--- config.mk ---
export PLATFORM = sky130hd
export DESIGN_NAME = pr_intake_engine
export DESIGN_NICKNAME = d
export VERILOG_FILES = /design/src/rtl/pr_intake_pkg.sv /design/src/rtl/pr_word_queue.sv /design/src/rtl/pr_session_fsm.sv /design/src/rtl/pr_error_bank.sv /design/src/rtl/pr_intake_engine.sv
export SDC_FILE = /design/constraint.sdc
export NUM_CORES = 1
export LEC_CHECK = 0
export BUFFER_PORTS_ARGS = -buffer_cell sky130_fd_sc_hd__buf_2
export CELL_PAD_IN_SITES_DETAIL_PLACEMENT = 0
export CELL_PAD_IN_SITES_GLOBAL_PLACEMENT = 1
export CORE_MARGIN = 1.5
export CORE_UTILIZATION = 43
export DETAILED_ROUTE_END_ITERATION = 10
export PLACE_DENSITY_LB_ADDON = 0.1
export SYNTH_ARGS = -nofsm -noshare
export SYNTH_HDL_FRONTEND = slang
export SYNTH_SLANG_ARGS = --single-unit
--- constraint.sdc ---
create_clock -name clk -period 4.6 [get_ports clk]
set_clock_uncertainty 0.2 [all_clocks]
set_input_delay 0.23 -clock clk [delete_from_list [all_inputs] [get_ports clk]]
set_output_delay 0.23 -clock clk [all_outputs]
set_load 0.02 [all_outputs]
--- src/rtl/pr_intake_pkg.sv ---
package pr_intake_pkg;

    // Byte offsets of the register map (decoded by host software)
    localparam logic [7:0] OFF_HDR  = 8'h00;
    localparam logic [7:0] OFF_CTRL = 8'h08;
    localparam logic [7:0] OFF_STAT = 8'h10;
    localparam logic [7:0] OFF_DATA = 8'h18;
    localparam logic [7:0] OFF_ERR  = 8'h20;
    localparam logic [7:0] OFF_IDH  = 8'hA8;
    localparam logic [7:0] OFF_IDL  = 8'hB0;

    // Control fields
    localparam int CB_RST    = 0;
    localparam int CB_ACK    = 4;
    localparam int CB_RGN_LO = 7;
    localparam int RGN_W     = 3;
    localparam int CB_START  = 12;
    localparam int CB_DONE   = 13;

    // Status fields
    localparam int CREDIT_W   = 9;
    localparam int SB_BUSY    = 16;
    localparam int SB_CODE_LO = 20;
    localparam int SB_HOST_LO = 24;

    // Error bits
    localparam int ERR_W    = 5;
    localparam int EB_PROTO = 3;
    localparam int EB_OVF   = 4;
    localparam int FAB_W    = 3;

    // Word width towards the consumer
    localparam int WORD_W = 32;

    typedef enum logic [1:0] {
        ST_IDLE,
        ST_STREAM,
        ST_DRAIN,
        ST_RESET
    } eng_state_t;

    localparam logic [2:0] CODE_IDLE   = 3'd0;
    localparam logic [2:0] CODE_STREAM = 3'd1;
    localparam logic [2:0] CODE_DRAIN  = 3'd2;
    localparam logic [2:0] CODE_RESET  = 3'd4;

    localparam logic [3:0] HOST_IDLE  = 4'd0;
    localparam logic [3:0] HOST_WAIT  = 4'd1;
    localparam logic [3:0] HOST_PUSH  = 4'd2;
    localparam logic [3:0] HOST_DRAIN = 4'd3;
    localparam logic [3:0] HOST_RESET = 4'd8;

endpackage

--- src/rtl/pr_word_queue.sv ---
module pr_word_queue #(
    parameter int WIDTH = 32,
    parameter int DEPTH = 8,
    localparam int PTR_W = $clog2(DEPTH),
    localparam int CNT_W = $clog2(DEPTH + 1)
) (
    input  logic             clk,
    input  logic             rst_n,
    input  logic             flush,
    input  logic             push,
    input  logic [WIDTH-1:0] push_data,
    input  logic             pop,
    output logic [WIDTH-1:0] pop_data,
    output logic [CNT_W-1:0] count
);

    logic [WIDTH-1:0] mem [DEPTH];
    logic [PTR_W-1:0] wr_ptr;
    logic [PTR_W-1:0] rd_ptr;

    assign pop_data = mem[rd_ptr];

    always_ff @(posedge clk) begin
        if (push && !flush) begin
            mem[wr_ptr] <= push_data;
        end
    end

    always_ff @(posedge clk) begin
        if (!rst_n || flush) begin
            wr_ptr <= '0;
            rd_ptr <= '0;
            count  <= '0;
        end else begin
            if (push) begin
                wr_ptr <= wr_ptr + 1'b1;
            end
            if (pop) begin
                rd_ptr <= rd_ptr + 1'b1;
            end
            unique case ({push, pop})
                2'b10:   count <= count + 1'b1;
                2'b01:   count <= count - 1'b1;
                default: count <= count;
            endcase
        end
    end

endmodule

--- src/rtl/pr_session_fsm.sv ---
module pr_session_fsm
    import pr_intake_pkg::*;
(
    input  logic       clk,
    input  logic       rst_n,
    input  logic       rst_hold,
    input  logic       start_req,
    input  logic       done_req,
    input  logic       q_empty,
    output eng_state_t state,
    output logic [2:0] ctrl_code,
    output logic [3:0] host_code,
    output logic       busy,
    output logic       ack,
    output logic       streaming
);

    eng_state_t state_q;
    eng_state_t state_d;

    assign state = state_q;

    // Transition logic
    always_comb begin
        state_d = state_q;
        unique case (state_q)
            ST_IDLE: begin
                if (rst_hold)       state_d = ST_RESET;
                else if (start_req) state_d = ST_STREAM;
            end
            ST_STREAM: begin
                if (rst_hold)      state_d = ST_RESET;
                else if (done_req) state_d = ST_DRAIN;
            end
            ST_DRAIN: begin
                if (rst_hold)     state_d = ST_RESET;
                else if (q_empty) state_d = ST_IDLE;
            end
            ST_RESET: begin
                if (!rst_hold) state_d = ST_IDLE;
            end
            default: state_d = ST_IDLE;
        endcase
    end

    // State register
    always_ff @(posedge clk) begin
        if (!rst_n) state_q <= ST_IDLE;
        else        state_q <= state_d;
    end

    // Outputs
    always_comb begin
        ctrl_code = CODE_IDLE;
        host_code = HOST_IDLE;
        busy      = 1'b0;
        ack       = 1'b0;
        streaming = 1'b0;
        unique case (state_q)
            ST_IDLE: begin
                ctrl_code = CODE_IDLE;
                host_code = HOST_IDLE;
            end
            ST_STREAM: begin
                ctrl_code = CODE_STREAM;
                host_code = q_empty ? HOST_WAIT : HOST_PUSH;
                busy      = 1'b1;
                streaming = 1'b1;
            end
            ST_DRAIN: begin
                ctrl_code = CODE_DRAIN;
                host_code = HOST_DRAIN;
                busy      = 1'b1;
            end
            ST_RESET: begin
                ctrl_code = CODE_RESET;
                host_code = HOST_RESET;
                ack       = 1'b1;
            end
            default: ;
        endcase
    end

endmodule

--- src/rtl/pr_error_bank.sv ---
module pr_error_bank #(
    parameter int N = 5
) (
    input  logic         clk,
    input  logic         rst_n,
    input  logic [N-1:0] set_vec,
    input  logic [N-1:0] clr_vec,
    output logic [N-1:0] err_q
);

    for (genvar i = 0; i < N; i++) begin : g_bit
        always_ff @(posedge clk) begin
            if (!rst_n)          err_q[i] <= 1'b0;
            else if (set_vec[i]) err_q[i] <= 1'b1;
            else if (clr_vec[i]) err_q[i] <= 1'b0;
        end
    end

endmodule

--- src/rtl/pr_intake_engine.sv ---
module pr_intake_engine
    import pr_intake_pkg::*;
#(
    parameter int          DEPTH         = 8,
    parameter logic [63:0] HDR_VALUE     = 64'h3000_0000_1000_0005,
    parameter logic [63:0] IFID_HI_VALUE = 64'h0123_4567_89AB_CDEF,
    parameter logic [63:0] IFID_LO_VALUE = 64'hFEDC_BA98_7654_3210
) (
    input  logic              clk,
    input  logic              rst_n,
    input  logic              wr_en,
    input  logic [7:0]        wr_addr,
    input  logic [63:0]       wr_data,
    input  logic [7:0]        rd_addr,
    output logic [63:0]       rd_data,
    output logic [WORD_W-1:0] cfg_data,
    output logic              cfg_valid,
    input  logic              cfg_ready,
    input  logic [FAB_W-1:0]  cfg_err
);

    localparam int CNT_W = $clog2(DEPTH + 1);

    // Register decode
    logic ctrl_wr, data_wr, err_wr;
    assign ctrl_wr = wr_en && (wr_addr == OFF_CTRL);
    assign data_wr = wr_en && (wr_addr == OFF_DATA);
    assign err_wr  = wr_en && (wr_addr == OFF_ERR);

    // Writable control fields
    logic             ctl_rst_q;
    logic [RGN_W-1:0] rgn_q;

    always_ff @(posedge clk) begin
        if (!rst_n) begin
            ctl_rst_q <= 1'b0;
            rgn_q     <= '0;
        end else if (ctrl_wr) begin
            ctl_rst_q <= wr_data[CB_RST];
            rgn_q     <= wr_data[CB_RGN_LO +: RGN_W];
        end
    end

    // Session state machine
    eng_state_t state;
    logic [2:0] ctrl_code;
    logic [3:0] host_code;
    logic       busy, ack, streaming, q_empty;

    pr_session_fsm u_fsm (
        .clk       (clk),
        .rst_n     (rst_n),
        .rst_hold  (ctl_rst_q),
        .start_req (ctrl_wr && wr_data[CB_START]),
        .done_req  (ctrl_wr && wr_data[CB_DONE]),
        .q_empty   (q_empty),
        .state     (state),
        .ctrl_code (ctrl_code),
        .host_code (host_code),
        .busy      (busy),
        .ack       (ack),
        .streaming (streaming)
    );

    // Word queue and credits
    logic [CNT_W-1:0]    q_count;
    logic [CREDIT_W-1:0] credit;
    logic                q_full, q_push, q_pop, flush;
    logic                ovf_hit, proto_hit;

    assign q_empty   = (q_count == '0);
    assign q_full    = (q_count == CNT_W'(DEPTH));
    assign credit    = CREDIT_W'(DEPTH) - CREDIT_W'(q_count);
    assign flush     = ctl_rst_q;
    assign q_push    = data_wr && streaming && !q_full;
    assign ovf_hit   = data_wr && streaming && q_full;
    assign proto_hit = data_wr && !streaming;
    assign cfg_valid = busy && !q_empty && !ctl_rst_q;
    assign q_pop     = cfg_valid && cfg_ready;

    pr_word_queue #(
        .WIDTH (WORD_W),
        .DEPTH (DEPTH)
    ) u_queue (
        .clk       (clk),
        .rst_n     (rst_n),
        .flush     (flush),
        .push      (q_push),
        .push_data (wr_data[WORD_W-1:0]),
        .pop       (q_pop),
        .pop_data  (cfg_data),
        .count     (q_count)
    );

    // Sticky error bits
    logic [ERR_W-1:0] err_set, err_clr, err_q;
    assign err_set = {ovf_hit, proto_hit, cfg_err};
    assign err_clr = err_wr ? wr_data[ERR_W-1:0] : '0;

    pr_error_bank #(.N(ERR_W)) u_err (
        .clk     (clk),
        .rst_n   (rst_n),
        .set_vec (err_set),
        .clr_vec (err_clr),
        .err_q   (err_q)
    );

    // Read mux
    always_comb begin
        rd_data = '0;
        unique case (rd_addr)
            OFF_HDR: rd_data = HDR_VALUE;
            OFF_CTRL: begin
                rd_data[CB_RST]               = ctl_rst_q;
                rd_data[CB_ACK]               = ack;
                rd_data[CB_RGN_LO +: RGN_W]   = rgn_q;
                rd_data[CB_START]             = busy;
                rd_data[CB_DONE]              = (state == ST_DRAIN);
            end
            OFF_STAT: begin
                rd_data[CREDIT_W-1:0]         = credit;
                rd_data[SB_BUSY]              = busy;
                rd_data[SB_CODE_LO +: 3]      = ctrl_code;
                rd_data[SB_HOST_LO +: 4]      = host_code;
            end
            OFF_ERR: rd_data[ERR_W-1:0] = err_q;
            OFF_IDH: rd_data = IFID_HI_VALUE;
            OFF_IDL: rd_data = IFID_LO_VALUE;
            default: rd_data = '0;
        endcase
    end

    logic unused_wr_bits;
    assign unused_wr_bits = ^wr_data[63:WORD_W];

endmodule

# After elaboration in Yosys (flattened, before gate mapping)
# Memories as Yosys holds them, arrays and structs flattened. A register that Yosys moved wholly into a read port is not among the register bits.
# Cells that the tools add are included.
dict set report classes {
  eq_ne 18
  reduce_logical 31
  muxes 44
  addsub 5
}
# op count
set ops {}
lappend ops {{$pmux 36 s3} 1}
lappend ops {{$pmux 3 s4} 2}
lappend ops {{$mux 2} 9}
lappend ops {{$eq 8x4->1 const B} 2}
lappend ops {{$eq 8x5->1 const B} 2}
lappend ops {{$eq 8x6->1 const B} 2}
lappend ops {{$eq 8x8->1 const B} 2}
lappend ops {{$mux 1} 16}
lappend ops {{$pmux 4 s4} 1}
lappend ops {{$logic_and 1x1->1} 13}
lappend ops {{$pmux 4 s3} 1}
lappend ops {{$reduce_bool 2->1} 6}
lappend ops {{$pmux 3 s3} 1}
lappend ops {{$logic_not 8->1} 1}
lappend ops {{$pmux 1 s4} 2}
lappend ops {{$pmux 2 s2} 2}
lappend ops {{$pmux 2 s4} 1}
lappend ops {{$pmux 4 s2} 1}
lappend ops {{$add 3x1->3 const B} 2}
lappend ops {{$eq 2x2->1 const B} 3}
lappend ops {{$mux 3} 2}
lappend ops {{$ne 3x2->1 const B} 2}
lappend ops {{$pmux 2 s3} 1}
lappend ops {{$pmux 3 s2} 1}
lappend ops {{15 further kinds} 22}
dict set report totals {
  memories 1
  regBits 21
  mem_bits_rw 256
  inputBits 87
  out_inout_bits 97
}
# name words word_bits read_ports rd_ports_with_merged_regs wr line
set memory_table {}
lappend memory_table {u_queue.mem 8 32 1 1 1 pr_word_queue.sv:17} ;# logic [WIDTH-1:0] mem [DEPTH];

# Logic depth before layout (Yosys ltp)
# Gate-level depths: netlist of run 1.
dict set report depth {
  word_depth 8
  mapped_depth 13
}

# Cells and area by module
# A second synthesis of run 1 with hierarchy kept.
dict set report hier_totals {
  hier_cells 627
  hier_area_um2 11888.9
}
# mod area_per_inst_um2 cells_per_inst n_inst seq_area_each_um2
set modules_own_cells {}
lappend modules_own_cells {pr_word_queue 10395.0 442 1 7947.6}
lappend modules_own_cells {pr_intake_engine 1019.7 137 1 80.1}
lappend modules_own_cells {pr_session_fsm 267.8 33 1 40.0}
lappend modules_own_cells {pr_error_bank 206.4 15 1 100.1}

# Least setup slack after synthesis of run 1
# OpenSTA, ideal clock, no wires.
dict set report synth_timing {
  path_type {input to register}
  startpoint {input port wr_addr[7]}
  endpoint {memory u_queue.mem[0][0], enable pin}
  t_required_ns 3.939
  path_stages 6
  arrival_ns 3.683
  setup_slack_ns 0.256
  n_path_buf 1
  path_cell_list {or3b_1 -> buf_6 -> nor3_4 -> nand3_4 -> or3_4 -> nor3_1}
}
dict set report synth_via {
  elab_chain_len 7
}
# element line
set synth_lines {}
lappend synth_lines {{start, declared} pr_intake_engine.sv:12} ;# input logic [7:0] wr_addr,
lappend synth_lines {{$eq 8x5->1} pr_intake_engine.sv:27} ;# assign data_wr = wr_en && (wr_addr == OFF_DATA);
lappend synth_lines {{$logic_and 1x1->1} pr_intake_engine.sv:27}
lappend synth_lines {{$logic_and 1x1->1 (2 in a row)} pr_intake_engine.sv:75} ;# assign q_push = data_wr && streaming && !q_full;
lappend synth_lines {{$logic_and 1x1->1} pr_word_queue.sv:24} ;# if (push && !flush) begin
lappend synth_lines {{$mux 1} pr_word_queue.sv:24}
lappend synth_lines {{$mux 1 (implied by the code)} pr_word_queue.sv:25} ;# mem[wr_ptr] <= push_data;
lappend synth_lines {{end, declared} pr_word_queue.sv:17}
# No other way between the ends.

==> results.md, run 1 <==
* CTS root buffer: clkbuf_16
* Die ar. at roughly 28000 um2
* Register area at 8177 um2
* Crit path launch type: flop
* Commonest non-fill, non-tap cell in the layout: edfxtp_1
* Most used DFF post-synth: edfxtp_1
* Post-synth EDFFs at around 260
* Pleak at around 4.9 nW
* Routed len/inst at 20.16 um
* Crit end category: primary output
* Worst Path Required at 4170 ps
* #FFs+latches synth at 280
* F_max at around 300 MHz
* Post-DP Area at roughly 12000 um2
* 1st-iter DRT viols at 350
* ANT cells at 0
* Crit-path cells: buf_4 -> mux4_2 -> mux2_2 -> buf_2
* Syn nets at 728
* Number of vias per cell at about 5.2
* Setup ws final at 1275 ps
* CTS tree: yes
* PortBufs at approximately 150
* Hold Vio Cnt, Final at 0
* Setup violations, final at 0
* Fraction of layout cells with a size suffix above 1 at between 30% and 40%
* RSZ-0062 raised after global routing: no
* Final worst-path cycle share at ~72%
* Pin count of the biggest net entering global routing at 65
* Post-synthesis cell type count at 57
* R2r worst-path depth at 11
* Max incr delay on CP at ~910 ps
* Top post-synthesis cells by area: edfxtp_1 66%, mux4_2 12%, dfxtp_1 4.2%
* Drc violations at 0
* Slowest CP cell: dfxtp_4
* Post-layout instance area at between 10000 and 15000 um2
* Status: finished, final reports clean
* # fillers at ~2.2k
* Die height at 167.1 um
* Clk buf depth at 3
* Share of synthesized registers carrying an async set or reset at 0%
* Overall Power at 5.092 mW
* Setup bufs post-CTS at 0
* Clk slew on worst S/H paths at approximately 60 ps
* Post-CTS sizing at 0
* CP Class: reg2out
* Vias in the first global route at 6493
* Fin nets at between 800 and 900
* Setup total negative slack at 0 ps
* Placer Congestion at a little under 0.8
* Worst Hold Depth at 6
* Syn Area/Cell at between 15 and 20 um2
* Total GRT Usage at roughly 17%
* Mapped Cells at between 600 and 700
* Initial antenna violation count at 0
* Synthesized area at 11570 um2
* Hold crit path type: in2reg
* Drt first pass iters at 4
* Max Cap Viol at 0
* Placeable Area at 26210 um2
* CTS buffer count at 28
* Worst Path Arrival at 2890 ps
* CTS Sinks at 280
* Wirelength, routed at 23310 um
* First-pass GRT wire length at roughly 37000 um
* Multi-input logic area at about 3000 um2
* Slew headroom at between 30% and 40%
* Min Tclk post-route at ~3300 ps
* Layout area overhead at 19.52%
* Clk_lat worst skew at roughly 530 ps
* Commonest cells after routing, fill and taps aside: 256 x edfxtp_1, 151 x buf_2, 64 x mux4_2, 46 x dlygate4sd3_1, 39 x nand2_1
* Starting Density at 44.16%
* Cell taking the most area after synthesis: edfxtp_1
* Post-synthesis sequential area ratio at between 70% and 80%
* Slew @ Worst Pin at ~1000 ps
* Hold Buf Count CTS at between 40 and 50
* CP Max Fanout at 43
* DIE WIDTH at 167.1 um
* Detailed Place HPWL at 13560 um
* Maximum VDD drop at about 0.00024 V
* Final ANT Viol Nets at 0
* Area share of the largest cell type after synthesis at between 60% and 70%
* Site Rows at 59
* Pre-CTS setup slack at 1413 ps
* H-tree depth at 1
* Vias at about 6.1k
* Max Slew Vio Count at 0
* Ports at 184
* Grt ovf at 0
* Pwr dens at ~370 nW/um2
* Synth warnings at 0
## area by class of cell
cell class,count,share of cell area [%]
Sequential cell,280,59.12
Inverter,13,0.3528
Clock buffer,41,5.717
Multi-Input combinational cell,266,21.55
Tap cell,335,3.031
Timing Repair Buffer,210,9.499
Clock inverter,11,0.7328
## critical path: cells and delay by family, from the launching register on
| kind | cells | cell delay, ps |
|---|---|---|
| buffers and inverters | 2 | 570 |
| DFF | 1 | 910 |
| muxes | 2 | 820 |
## layer usage
metal	GRT usage [%]	share of wire, %	wire length, um
met2	29.27	49	11490
met1	23.28	45	10490
met3	2.733	4.4	1035
met5	0	0	0
met4	3.992	1.3	297
## registers in the layout (all words and copies together) (netlist names), named ones only
signal and flops:
ctl_rst_q 1, rgn_q 3, u_err.err_q 5, u_fsm.state 2, u_queue.count 4, u_queue.mem 256, u_queue.rd_ptr 3, u_queue.wr_ptr 3
## power breakdown
part / leakage [nW] / internal, mW / switching (mW)
Clock: 0.440 / 1.30 / 0.884
Combinational: 1.93 / 0.0581 / 0.0709
Sequential: 2.50 / 2.78 / 0.00541
Total: 4.87 / 4.13 / 0.960
## final timing paths
| kind | startpoint | slack, ps | to |
|---|---|---|---|
| min | wr_addr[1] | 40 | u_queue.wr_ptr[2]$_SDFFE_PP0P_ |
| max | flop | 1280 | cfg_data[31] |
| max reg2reg | u_queue.count[0]$_SDFFE_PP0P_ | 1550 | u_queue.count[2]$_SDFFE_PP0P_ |
| min reg2reg | rgn_q[1]$_SDFFE_PN0N_ | 280 | rgn_q[1]$_SDFFE_PN0N_ |
## cells in the mapped netlist, types with 3 or more instances
cell type,count
a21boi_0,4
o21ai_0,6
mux4_2,64
nor2b_1,5
edfxtp_1,256
ha_1,13
nand2b_1,5
buf_2,9
nor2_1,22
buf_4,41
nand3_1,5
xnor2_1,3
nand2_1,39
xor2_1,6
or3_1,3
clkbuf_1,17
dfxtp_1,24
mux2_2,32
a21oi_1,11
nand4_1,3
inv_1,13
mux2i_1,5
## kinds of logic (layout without fill, tap and decap cells)
family          count (synthesis)  in the layout  synth area share (%)
flops                         280            280                 70.58
simple gates                  104            104                 4.909
mux                           101            101                 16.00
buf+inv                        82            275                 4.152
compound gates                 39             39                 2.271
fa+ha+maj                      13             13                 1.406
xor+xnor                        9              9                0.6812
## metrics by stage
stage / hold WS, ps / util [%] / std cells
6_report: 37.62 / 52.78 / 1156
4_1_cts: 6.777 / 52.78 / 1156
3_5_place_dp: 265.7 / 47.62 / 1058
2_1_floorplan: 128.9 / - / 628
5_1_grt: 59.45 / 52.78 / 1156
3_3_place_gp: 264.3 / 47.62 / 1058
Power figures use the tool's default switching activity.
==> run 2: changes to the inputs <==
Settings changed: CORE_UTILIZATION 43 to 45.
Clock period 4.6 ns to 3.3 ns, I/O delays scaled along.
==> results.md, run 2 (synthesized netlist as in run 1, its figures left out) <==
* Status: finished, final reports clean
* Clk slew on worst S/H paths at 70 ps (about the same)
* Die height at 163.4 um (-2.2%)
* Inst Count DP at 1062 (+0.38%)
* CTS buffer count at 28 (unchanged)
* Crit path launch type: flop
* Maximum VDD drop at 0.0003399 V (+40%)
* Pwr dens at 505.1 nW/um2 (+37%)
* Final worst-path cycle share at around nine tenths
* Drc violations at 0 (unchanged)
* CTS root buffer: clkbuf_16
* Max Slew Vio Count at 0 (unchanged)
* Grt ovf at 0 (unchanged)
* Detailed Place HPWL at 14250 um (+5.1%)
* Pin count of the biggest net entering global routing at 35 (-46%)
* Flop-to-flop setup slack at 280 ps (-1270 ps)
* Ports at 184 (unchanged)
* Max reg flops at 256 (unchanged)
* GRT met2 Usage at 30.95% (+1.7 points)
* RSZ-0062 raised after global routing: no
* Setup ws final at 283.4 ps (-991.8 ps)
* Die ar. at 26690 um2 (-4.4%)
* Clk_lat worst skew at 550 ps (+20 ps)
* HP Start: cfg_ready
* H-tree depth at 1 (unchanged)
* Layout area overhead at 21.42%
* RR Endpoint: u_queue.count[2]$_SDFFE_PP0P_
* Setup bufs post-CTS at 0 (unchanged)
* GR peak layer: met2
* CP Max Fanout at 7 (-84%)
* Site Rows at 58 (-1.7%)
* Min Tclk post-route at about 3000 ps
* Slew headroom at 66.36% (+36 points)
* First-pass GRT wire length at 36040 um (-1.9%)
* Vias in the first global route at 6378 (-1.8%)
* Starting Density at 45.96% (+1.8 points)
* Fraction of layout cells with a size suffix above 1 at 39.26% (+0.40 points)
* Met1 global-route usage at 23.93% (+0.65 points)
* Initial antenna violation count at 0 (unchanged)
* Vias at 6128 (+1.0%)
* Biggest register: u_queue.mem
* F_max at about 330 MHz
* Non-filler instance count after layout at 1163 (+0.61%)
* Setup violations, final at 0 (unchanged)
* Routed len/inst at 20.06 um (-0.52%)
* Hold Vio Cnt, Final at 0 (unchanged)
* Total GRT Usage at 17.96% (+0.79 points)
* CP Class: reg2reg
* Final ANT Viol Nets at 0 (unchanged)
* Worst reg2reg startpoint: u_queue.count[1]$_SDFFE_PP0P_
* Drt first pass iters at 4 (unchanged)
* Pleak at 4.961 nW (+1.8%)
* Worst Path Arrival at 3270 ps (+380 ps)
* Hold crit path type: in2reg
* Regs by FF count: u_queue.mem x256, u_err.err_q x5, u_queue.count x4
* DIE WIDTH at 163.4 um (-2.2%)
* ANT cells at 0 (unchanged)
* Slew @ Worst Pin at 504.1 ps (-544.0 ps)
* Commonest cells after routing, fill and taps aside: 256 x edfxtp_1, 151 x buf_2, 64 x mux4_2, 52 x dlygate4sd3_1, 39 x nand2_1
* Wirelength, routed at 23330 um (about the same)
* Clk buf depth at 3 (unchanged)
* Pre-CTS setup slack at 314.1 ps (-1099 ps)
* Number of vias per cell at 5.269 (+0.43%)
* Crit end category: flop
* Worst Hold Depth at 4 (-2)
* M3 GR Usage at 2.920% (+0.19 points)
* R2r worst-path depth at 11 (unchanged)
* Max Cap Viol at 0 (unchanged)
* CTS tree: yes
* # fillers at 1985 (-8.1%)
* 1st-iter DRT viols at 311 (-11%)
* Commonest non-fill, non-tap cell in the layout: edfxtp_1
* CTS Sinks at 280 (unchanged)
* Fin nets at 914 (+1.7%)
* Placer Congestion at 0.8045 (+2.2%)
* Placeable Area at 25180 um2 (-3.9%)
* PortBufs at 151 (unchanged)
* Worst Path Required at 3550 ps (-620 ps)
==> run 2: cell types whose count changed in the layout (fill, tap and decap cells not counted), moves of 2 or more <==
| cell | change |
|---|---|
| buf_12 | +8 |
| clkbuf_1 | -4 |
| dlygate4sd3_1 | +6 |
| clkinv_1 | +3 |
| clkbuf_8 | -2 |
| dfxtp_2 | +2 |
==> run 2: repair_timing <==
item                                    CTS  global route
endpoints found under the hold margin   270             0
resized for setup                         0             2
endpoints found under the setup margin    0             2
hold buffers                             52             0
==> run 2: area by class of cell <==
cell class	count	area, um2	area share (%)
clock inverter	15	153.9	1.095
timing repair buffer	225	1541	10.97
tap	330	412.9	2.939
inverter	13	48.80	0.3473
clock buffer	34	723.2	5.147
sequential	280	8175	58.18
multi-input combinational	266	2995	21.32
==> run 2: power breakdown <==
group          switching (mW)  total [mW]  internal [mW]
Combinational          0.0997       0.184         0.0842
Clock                    1.25        3.04           1.78
Sequential            0.00766        3.88           3.87
Total                    1.36        7.10           5.74
==> run 2: critical path, stage by stage, from the launching register on <==
cell     delay [ps]
dfxtp_1         360
inv_1            80
ha_1            200
or3b_1          420
and4_1          320
ha_1            290
xor2_1          170
ha_1            180
a21oi_1         160
xor2_1          100
or3_1           310
a21oi_1         150
==> run 2: through the flow <==
step | util [%] | TNS [ps] | power, mW | instance area, um2 | hold slack (ps)
floorplan | - | -29610 | 4.006 | 11580 | 63.87
global placement | 50.21 | 0 | 4.078 | 12640 | 197.5
detailed placement | 50.21 | 0 | 4.088 | 12640 | 212.9
CTS | 55.76 | 0 | 7.165 | 14040 | 47.18
global route | 55.80 | 0 | 7.325 | 14050 | 88.15
finish | 55.80 | 0 | 7.097 | 14050 | 76.95
==> run 2: metal layers <==
layer,up-vias,wire (um),part of all wire (%)
met2,198,11560,50
met3,30,1266,5.4
met4,0,367,1.6
li1,2807,-,-
met5,-,0,0
met1,3093,10130,43
==> run 2: worst max path at each step <==
stage | slack, ps | startpoint | cells past startpoint | end
after floorplan | -170 | u_queue.count[1]$_SDFFE_PP0P_ | 7 | u_queue.mem[7][0]$_DFFE_PP_
after global placement | 350 | u_queue.count[1]$_SDFFE_PP0P_ | 11 | u_queue.count[2]$_SDFFE_PP0P_
after detailed placement | 310 | u_queue.count[1]$_SDFFE_PP0P_ | 11 | u_queue.count[2]$_SDFFE_PP0P_
after CTS | 170 | wr_addr[1] | 9 | u_err.err_q[1]$_SDFFE_PN0P_
after global routing | 40 | u_queue.count[1]$_SDFFE_PP0P_ | 11 | u_queue.count[2]$_SDFFE_PP0P_
final | 280 | u_queue.count[1]$_SDFFE_PP0P_ | 11 | u_queue.count[2]$_SDFFE_PP0P_
